==> src/rtl/eep_pkg.sv <==
package eep_pkg;
    localparam int PAGE_BYTES = 8;
    localparam int PAGE_BITS  = 3;

    localparam logic [1:0] POS_CMD  = 2'd0;
    localparam logic [1:0] POS_ADDR = 2'd1;
    localparam logic [1:0] POS_DATA = 2'd2;

    typedef enum logic [1:0] {
        SEQ_IDLE  = 2'd0,
        SEQ_ERASE = 2'd1,
        SEQ_WRITE = 2'd2
    } seq_state_e;
endpackage

==> src/rtl/eep_page_buf.sv <==
module eep_page_buf
    import eep_pkg::*;
(
    input  logic                      clk,
    input  logic                      rst_n,
    input  logic                      clr,
    input  logic                      ld,
    input  logic [PAGE_BITS-1:0]      ld_idx,
    input  logic [7:0]                ld_data,
    output logic [PAGE_BYTES*8-1:0]   page_data,
    output logic [PAGE_BYTES-1:0]     page_mask
);
    typedef struct packed {
        logic [PAGE_BYTES-1:0][7:0] data;
        logic [PAGE_BYTES-1:0]      mask;
    } buf_t;

    buf_t buf_d, buf_q;

    always_comb begin
        buf_d = buf_q;
        if (clr) begin
            buf_d.mask = '0;
        end else if (ld) begin
            buf_d.data[ld_idx] = ld_data;
            buf_d.mask[ld_idx] = 1'b1;
        end
    end

    always_ff @(posedge clk or negedge rst_n) begin
        if (!rst_n) buf_q <= '0;
        else        buf_q <= buf_d;
    end

    assign page_data = buf_q.data;
    assign page_mask = buf_q.mask;
endmodule

==> src/rtl/eep_prog_seq.sv <==
module eep_prog_seq
    import eep_pkg::*;
#(
    parameter int PROG_CYCLES = 400
) (
    input  logic clk,
    input  logic rst_n,
    input  logic go,
    output logic busy,
    output logic erase_stb,
    output logic write_stb,
    output logic done_stb
);
    localparam int HALF = (PROG_CYCLES / 2 < 1) ? 1 : PROG_CYCLES / 2;
    localparam int REST = (PROG_CYCLES - HALF < 1) ? 1 : PROG_CYCLES - HALF;
    localparam int CW   = $clog2(PROG_CYCLES + 1);

    typedef struct packed {
        seq_state_e     st;
        logic [CW-1:0]  cnt;
    } seq_t;

    seq_t seq_d, seq_q;

    always_comb begin
        seq_d     = seq_q;
        erase_stb = 1'b0;
        write_stb = 1'b0;
        done_stb  = 1'b0;
        unique case (seq_q.st)
            SEQ_IDLE: begin
                if (go) begin
                    seq_d.st  = SEQ_ERASE;
                    seq_d.cnt = '0;
                end
            end
            SEQ_ERASE: begin
                erase_stb = (seq_q.cnt == '0);
                if (seq_q.cnt == CW'(HALF - 1)) begin
                    seq_d.st  = SEQ_WRITE;
                    seq_d.cnt = '0;
                end else begin
                    seq_d.cnt = seq_q.cnt + {{(CW-1){1'b0}}, 1'b1};
                end
            end
            SEQ_WRITE: begin
                write_stb = (seq_q.cnt == '0);
                if (seq_q.cnt == CW'(REST - 1)) begin
                    done_stb  = 1'b1;
                    seq_d.st  = SEQ_IDLE;
                    seq_d.cnt = '0;
                end else begin
                    seq_d.cnt = seq_q.cnt + {{(CW-1){1'b0}}, 1'b1};
                end
            end
            default: seq_d.st = SEQ_IDLE;
        endcase
    end

    always_ff @(posedge clk or negedge rst_n) begin
        if (!rst_n) seq_q <= '{st: SEQ_IDLE, cnt: '0};
        else        seq_q <= seq_d;
    end

    assign busy = (seq_q.st != SEQ_IDLE);
endmodule

==> src/rtl/eep_cell_array.sv <==
module eep_cell_array
    import eep_pkg::*;
#(
    parameter int DEPTH = 256
) (
    input  logic                        clk,
    input  logic                        rst_n,
    input  logic                        erase_stb,
    input  logic                        write_stb,
    input  logic [$clog2(DEPTH)-PAGE_BITS-1:0] page_idx,
    input  logic [PAGE_BYTES-1:0]       lane_mask,
    input  logic [PAGE_BYTES*8-1:0]     lane_data,
    input  logic [$clog2(DEPTH)-1:0]    rd_addr,
    output logic [7:0]                  rd_data
);
    logic [7:0] mem [DEPTH];

    always_ff @(posedge clk or negedge rst_n) begin
        if (!rst_n) begin
            for (int a = 0; a < DEPTH; a++) mem[a] <= 8'hFF;
        end else if (erase_stb || write_stb) begin
            for (int i = 0; i < PAGE_BYTES; i++) begin
                if (lane_mask[i]) begin
                    mem[{page_idx, i[PAGE_BITS-1:0]}] <=
                        erase_stb ? 8'hFF : lane_data[i*8 +: 8];
                end
            end
        end
    end

    assign rd_data = mem[rd_addr];
endmodule

==> src/rtl/eep_page_writer.sv <==
module eep_page_writer
    import eep_pkg::*;
#(
    parameter int DEPTH       = 256,
    parameter int PROG_CYCLES = 400,
    localparam int AW         = $clog2(DEPTH)
) (
    input  logic          clk,
    input  logic          rst_n,
    input  logic          ev_start,
    input  logic          ev_stop,
    input  logic          rx_valid,
    input  logic [1:0]    rx_pos,
    input  logic [7:0]    rx_byte,
    input  logic          ack_stb,
    output logic          busy,
    output logic [AW-1:0] cur_addr,
    input  logic [AW-1:0] rd_addr,
    output logic [7:0]    rd_data
);
    typedef struct packed {
        logic [AW-1:0] addr;
        logic          pend;
    } ctl_t;

    ctl_t ctl_d, ctl_q;

    logic                    buf_clr, buf_ld, seq_go;
    logic                    erase_stb, write_stb, done_stb;
    logic [PAGE_BYTES*8-1:0] page_data;
    logic [PAGE_BYTES-1:0]   page_mask;
    logic [PAGE_BITS-1:0]    low_next;

    assign low_next = ctl_q.addr[PAGE_BITS-1:0] + {{(PAGE_BITS-1){1'b0}}, 1'b1};

    always_comb begin
        ctl_d   = ctl_q;
        buf_clr = done_stb;
        buf_ld  = 1'b0;
        seq_go  = 1'b0;
        if (!busy) begin
            if (ev_start) begin
                ctl_d.pend = 1'b0;
                buf_clr    = 1'b1;
            end else if (ev_stop) begin
                ctl_d.pend = 1'b0;
                seq_go     = |page_mask;
            end else if (rx_valid) begin
                ctl_d.pend = 1'b0;
                if (rx_pos == POS_ADDR) begin
                    ctl_d.addr = rx_byte[AW-1:0];
                    buf_clr    = 1'b1;
                end else if (rx_pos == POS_DATA) begin
                    buf_ld     = 1'b1;
                    ctl_d.pend = 1'b1;
                end
            end else if (ack_stb && ctl_q.pend) begin
                ctl_d.addr = {ctl_q.addr[AW-1:PAGE_BITS], low_next};
                ctl_d.pend = 1'b0;
            end
        end
    end

    always_ff @(posedge clk or negedge rst_n) begin
        if (!rst_n) ctl_q <= '0;
        else        ctl_q <= ctl_d;
    end

    assign cur_addr = ctl_q.addr;

    eep_page_buf u_buf (
        .clk       (clk),
        .rst_n     (rst_n),
        .clr       (buf_clr),
        .ld        (buf_ld),
        .ld_idx    (ctl_q.addr[PAGE_BITS-1:0]),
        .ld_data   (rx_byte),
        .page_data (page_data),
        .page_mask (page_mask)
    );

    eep_prog_seq #(.PROG_CYCLES(PROG_CYCLES)) u_seq (
        .clk       (clk),
        .rst_n     (rst_n),
        .go        (seq_go),
        .busy      (busy),
        .erase_stb (erase_stb),
        .write_stb (write_stb),
        .done_stb  (done_stb)
    );

    eep_cell_array #(.DEPTH(DEPTH)) u_arr (
        .clk       (clk),
        .rst_n     (rst_n),
        .erase_stb (erase_stb),
        .write_stb (write_stb),
        .page_idx  (ctl_q.addr[AW-1:PAGE_BITS]),
        .lane_mask (page_mask),
        .lane_data (page_data),
        .rd_addr   (rd_addr),
        .rd_data   (rd_data)
    );
endmodule

==> config.mk <==
export PLATFORM = sky130hd
export DESIGN_NAME = eep_page_writer
export DESIGN_NICKNAME = d
export VERILOG_FILES = /design/src/rtl/eep_pkg.sv /design/src/rtl/eep_page_buf.sv /design/src/rtl/eep_prog_seq.sv /design/src/rtl/eep_cell_array.sv /design/src/rtl/eep_page_writer.sv
export SDC_FILE = /design/constraint.sdc
export NUM_CORES = 2
export LEC_CHECK = 0
export BUFFER_PORTS_ARGS = -buffer_cell sky130_fd_sc_hd__buf_2
export CAP_MARGIN = 40
export CORE_UTILIZATION = 45
export CTS_CLUSTER_SIZE = 28
export DETAILED_ROUTE_END_ITERATION = 7
export MAX_ROUTING_LAYER = met4
export SYNTH_ARGS = -nofsm -noshare
export SYNTH_HDL_FRONTEND = slang
export SYNTH_SLANG_ARGS = --single-unit
==> constraint.sdc <==
create_clock -name clk -period 6.05 [get_ports clk]
set_clock_uncertainty 0.15 [all_clocks]
set_input_delay 1.21 -clock clk [delete_from_list [all_inputs] [get_ports clk]]
set_output_delay 1.21 -clock clk [all_outputs]
set_load 0.02 [all_outputs]
==> results by stage <==
Outcome:
- The run finished, with violations left.
- The checks that failed: design-rule violations, negative setup slack.

Clock network:
- The clock reaches the later pin of the worst-skew pair after just over 0.9 ns.
- The TritonCTS clock tree is built.
- The clock root buffer is sky130_fd_sc_hd__clkbuf_16.
- The post-CTS setup repair buffer count is 0.
- The deepest level of the CTS H-tree is 4.
- The register clock-pin slew on the reported worst setup and hold paths is 0.06 ns.
- The number of CTS-inserted buffers is between 200 and 250.
- The total clock sinks is roughly 2100.
- The number of buffers on the longest clock path is 3.

STA:
- The count of final setup violators is 5.
- Static timing analysis puts the maximum clock frequency at 162.8 MHz.
- The number of hold violations in the final report is 0.
- The final worst setup slack is -0.09197 ns.
- The post-route minimum period is ~6 ns.
- The max-slew violation total from the final report came to 0.
- Setup repair after global routing left no endpoint under its margin.
- Headroom to the max-slew limit came out at 0.2816.
- The final worst-path cycle share is 1.015.
- At the pin with the least slew margin, the transition time is about 1.1 ns.

Worst setup path:
- Among all stages on the critical path, the largest delay is contributed by sky130_fd_sc_hd__nor4_1.
- The endpoint required time on the critical path is about 4.7 ns.
- The number of buffers and inverters on the critical path is 6.
- The kind of cell adding the most delay to the critical path is simple AND/OR/NAND/NOR gates.
- Data on the critical path arrives at its endpoint at between 4 and 5 ns.
- The critical path endpoint category is an output port.
- The worst setup path is of the in -> out kind.
- In this run the worst path has a maximum fanout of 11.
- The critical path startpoint category is an input port.
- The maximum single-stage delay on the critical path is about 0.57 ns.
- The signal on the critical path passes through buf_2 > nand2b_1 > buf_4 > o221ai_1 > a21oi_1 > nor3_1 > buf_4 > nor2_1 > nor4_1 > buf_2 > buf_4 > buf_2.

Die:
- The number of placement rows is approximately 170.
- just over 40 I/O pins were placed.
- In this run the standard cell core region covers 0.2125 sq mm.
- The die covers 0.2160 sq mm.
- The starting density of the core is 0.4534.
- Measured along the y axis, the die boundary spans roughly 460 microns.
- The width of the chip is 464.7 microns.

Logic synthesis:
- The share of synthesized area in the top cell type comes to 0.5585.
- Of the total synthesized cell area, the portion taken by XOR and XNOR cells is 0.
- During synthesis, Yosys emitted a total of 0 warnings.
- The number of nets in the synthesized netlist is ~9000.
- The simple logic cell fraction of the synthesized area is 0.1149.
- The synthesized-area fraction occupied by ao, oa, aoi and oai cells is 0.1419.
- Synthesis produced 8747 cells.
- The most frequently used flop master after synthesis is sky130_fd_sc_hd__dfstp_2.
- Counting flops with a built-in enable in the synthesized netlist gives 0.
- The cell area that synthesis handed to floorplanning was 0.09635 sq mm.
- The proportion of register bits with asynchronous set or reset after synthesis is 1.000.
- By area the synthesized netlist is led by sky130_fd_sc_hd__dfstp_2 56%, sky130_fd_sc_hd__mux4_2 9.3%, sky130_fd_sc_hd__o21ai_1 8.7%.
- The synthesized design spends more area on one cell type than any other, namely sky130_fd_sc_hd__dfstp_2.
- Measured against the total synthesized area, the mux share comes to 0.1236.
- The register area share after synthesis is 0.5824.
- After synthesis, the largest family of logic cells by area is compound AO/OA/AOI/OAI gates.
- The count of state elements after synthesis is 2140.
- The number of distinct library cell variants in the gate-level netlist after synthesis is just over 60.
- A synthesized cell averages roughly 11 sq um.
- The post-synthesis share of cell area spent on full adders, half adders and majority gates is 0.0007792.

Pwr:
- The peak supply drop is 0.6024 mV.
- Total power for the finished layout comes to 0.03895 W.
- Power spread over the standard cell area amounts to between 300 and 400 mW/mm^2.
- The leakage power of the design is between 30 and 40 nW.

Routing:
- After detailed routing, the number of remaining DRC violations is 4.
- The count of vias placed by the detailed router is between 70000 and 80000.
- The average wire per cell in the routed design is about 31 microns.
- After the first detailed-routing iteration, the DRC count stood at ~9000.
- Once detail routing completed, the nets flagged for antenna violations numbered 0.
- The length of the first detailed-routing pass in iterations is 8.
- After detailed routing, the number of vias per cell comes to 6.144.
- Wires add up to approximately 360000 microns.

Min path:
- The path category of the worst min-delay check is in -> async.

Finish:
- The final cell count without fillers is between 10000 and 15000.
- The fraction of layout cells with a size suffix above 1 is 0.4116.
- The area of combinational cells with multiple inputs is between 0.03 and 0.04 sq mm.
- From synthesis to final layout, the design area changed by 12.85%.
- At the end of the flow, the number of nets in the layout was 8688.
- Registers take between 0.05 and 0.06 sq mm.
- The layout has approximately 19000 filler cells.

Placed design:
- The final weighted congestion of routability-driven global placement is just over 1.
- In this run, placement finished with an instance count of 11255.
- During placement, the flow inserted port buffers numbering 40.
- The placed wire-length estimate after detailed placement is between 200000 and 250000 microns.

Global route:
- The global-route usage over all layers is 0.3434.
- The initial antenna violation count was 20.
- The leftover overflow at the end of global routing is 0.
- The number of global-route vias before repair was between 60000 and 70000.
- The wire length of the first global-routing pass is 515800 microns.
- Entering global routing, the biggest net connects between 150 and 200 pins.

Job:
- The max-cap violation count is 0.
[registers in the layout (all words and copies together) (netlist names)]
signal,cells
u_seq.seq_q,11
cur_addr,8
ctl_q,1
u_buf.page_mask,8
u_buf.page_data,64
u_arr.mem,2048
[cell type report]
cell class | count | share of cell area
Sequential cell | 2140 | 0.5161
Multi-Input combinational cell | 5890 | 0.3438
Clock buffer | 336 | 0.06150
Timing Repair Buffer | 390 | 0.03577
Tap cell | 2821 | 0.03246
Clock inverter | 73 | 0.009620
Inverter | 15 | 0.0005178
Antenna cell | 9 | 0.0002071
[worst register-to-register path: cells and delay by family, from the launching register on]
kind                     cells  cell delay (ns)
buffers and inverters        2             0.64
adder cells (fa/ha/maj)      1             0.15
flip-flops                   1             0.42
AO/OA/AOI/OAI                1             0.37
AND/OR/NAND/NOR              4             2.07
[placed cells by master, fill, tap and decap left out, types with 38 or more instances in the layout]
master,synthesis,layout
sky130_fd_sc_hd__a21oi_1,123,123
sky130_fd_sc_hd__a22oi_1,182,179
sky130_fd_sc_hd__buf_12,0,55
sky130_fd_sc_hd__buf_2,313,41
sky130_fd_sc_hd__buf_4,57,263
sky130_fd_sc_hd__clkbuf_1,279,46
sky130_fd_sc_hd__clkbuf_16,0,224
sky130_fd_sc_hd__clkbuf_8,0,66
sky130_fd_sc_hd__dfrtp_1,92,92
sky130_fd_sc_hd__dfstp_2,2048,2048
sky130_fd_sc_hd__mux2_2,69,69
sky130_fd_sc_hd__mux2i_1,213,213
sky130_fd_sc_hd__mux4_2,399,399
sky130_fd_sc_hd__nand2_1,2102,2102
sky130_fd_sc_hd__nand2_2,240,240
sky130_fd_sc_hd__nor2_1,135,66
sky130_fd_sc_hd__nor2_4,0,67
sky130_fd_sc_hd__o21ai_0,413,413
sky130_fd_sc_hd__o21ai_1,1671,1671
sky130_fd_sc_hd__o221ai_1,38,38
[kinds of logic after synthesis]
kind of cell | after synthesis
compound gates | 2547
fa+ha+maj | 6
buf+inv | 717
flops | 2140
mux | 682
simple gates | 2655
[synthesized netlist by cell type, types with 28 or more instances]
cell type and count:
sky130_fd_sc_hd__nand2_1 2102, sky130_fd_sc_hd__dfstp_2 2048, sky130_fd_sc_hd__o21ai_1 1671, sky130_fd_sc_hd__o21ai_0 413, sky130_fd_sc_hd__mux4_2 399, sky130_fd_sc_hd__buf_2 313
sky130_fd_sc_hd__clkbuf_1 279, sky130_fd_sc_hd__nand2_2 240, sky130_fd_sc_hd__mux2i_1 213, sky130_fd_sc_hd__a22oi_1 182, sky130_fd_sc_hd__nor2_1 135, sky130_fd_sc_hd__a21oi_1 123
sky130_fd_sc_hd__dfrtp_1 92, sky130_fd_sc_hd__mux2_2 69, sky130_fd_sc_hd__buf_4 57, sky130_fd_sc_hd__o221ai_1 38, sky130_fd_sc_hd__nand3_1 30, sky130_fd_sc_hd__o22ai_1 30
sky130_fd_sc_hd__buf_6 29, sky130_fd_sc_hd__nor4_1 28
[routing by layer]
metal	global-route usage	part of all wire	up-vias
met2	0.4917	0.44	3595
met5	-	0	-
met3	0.07964	0.098	868
li1	-	-	30773
met1	0.4617	0.41	36494
met4	0.1619	0.054	0
[stage by stage]
step                cell area [sq um]  setup TNS, ns  hold WS [ns]  setup slack [ns]  utilization
floorplan                       96350              0        0.2932             1.317            -
global placement               100100         -3.473        0.2983           -0.6002       0.4710
detailed placement             100900         -1.182        0.3040           -0.4855       0.4746
CTS                            108700              0        0.1690           0.01108       0.5114
global route                   108700              0        0.1808        0.00001199       0.5116
finish                         108700        -0.2551        0.1611          -0.09197       0.5116
[final timing paths]
path                       depth (start not counted)  slack (ns)                  end      startpoint
max                                               12       -0.09           rd_data[5]      rd_addr[2]
min                                                1        0.16  u_buf.page_data[36]           rst_n
max reg2reg                                        8        2.15      u_arr.mem[1948]  u_seq.seq_q[0]
min reg2reg                                        2        0.31       u_arr.mem[547]  u_arr.mem[547]
max in group asynchronous                          3        3.88       u_arr.mem[606]           rst_n
min in group clk                                   2        0.31       u_arr.mem[547]  u_arr.mem[547]
[power breakdown]
| part | switching [W] | internal, W | total [W] |
|---|---|---|---|
| Combinational | 0.00830 | 0.00144 | 0.00974 |
| Sequential | 0.000192 | 0.0146 | 0.0148 |
| Clock | 0.00607 | 0.00836 | 0.0144 |
| Total | 0.0146 | 0.0244 | 0.0390 |
[what timing repair did]
action	in CTS	in global routing
resized for setup	12	3
hold endpoints to repair	0	0
endpoints found under the setup margin	6	7
hold buffers	0	0
(Power assumes the default switching activity.)
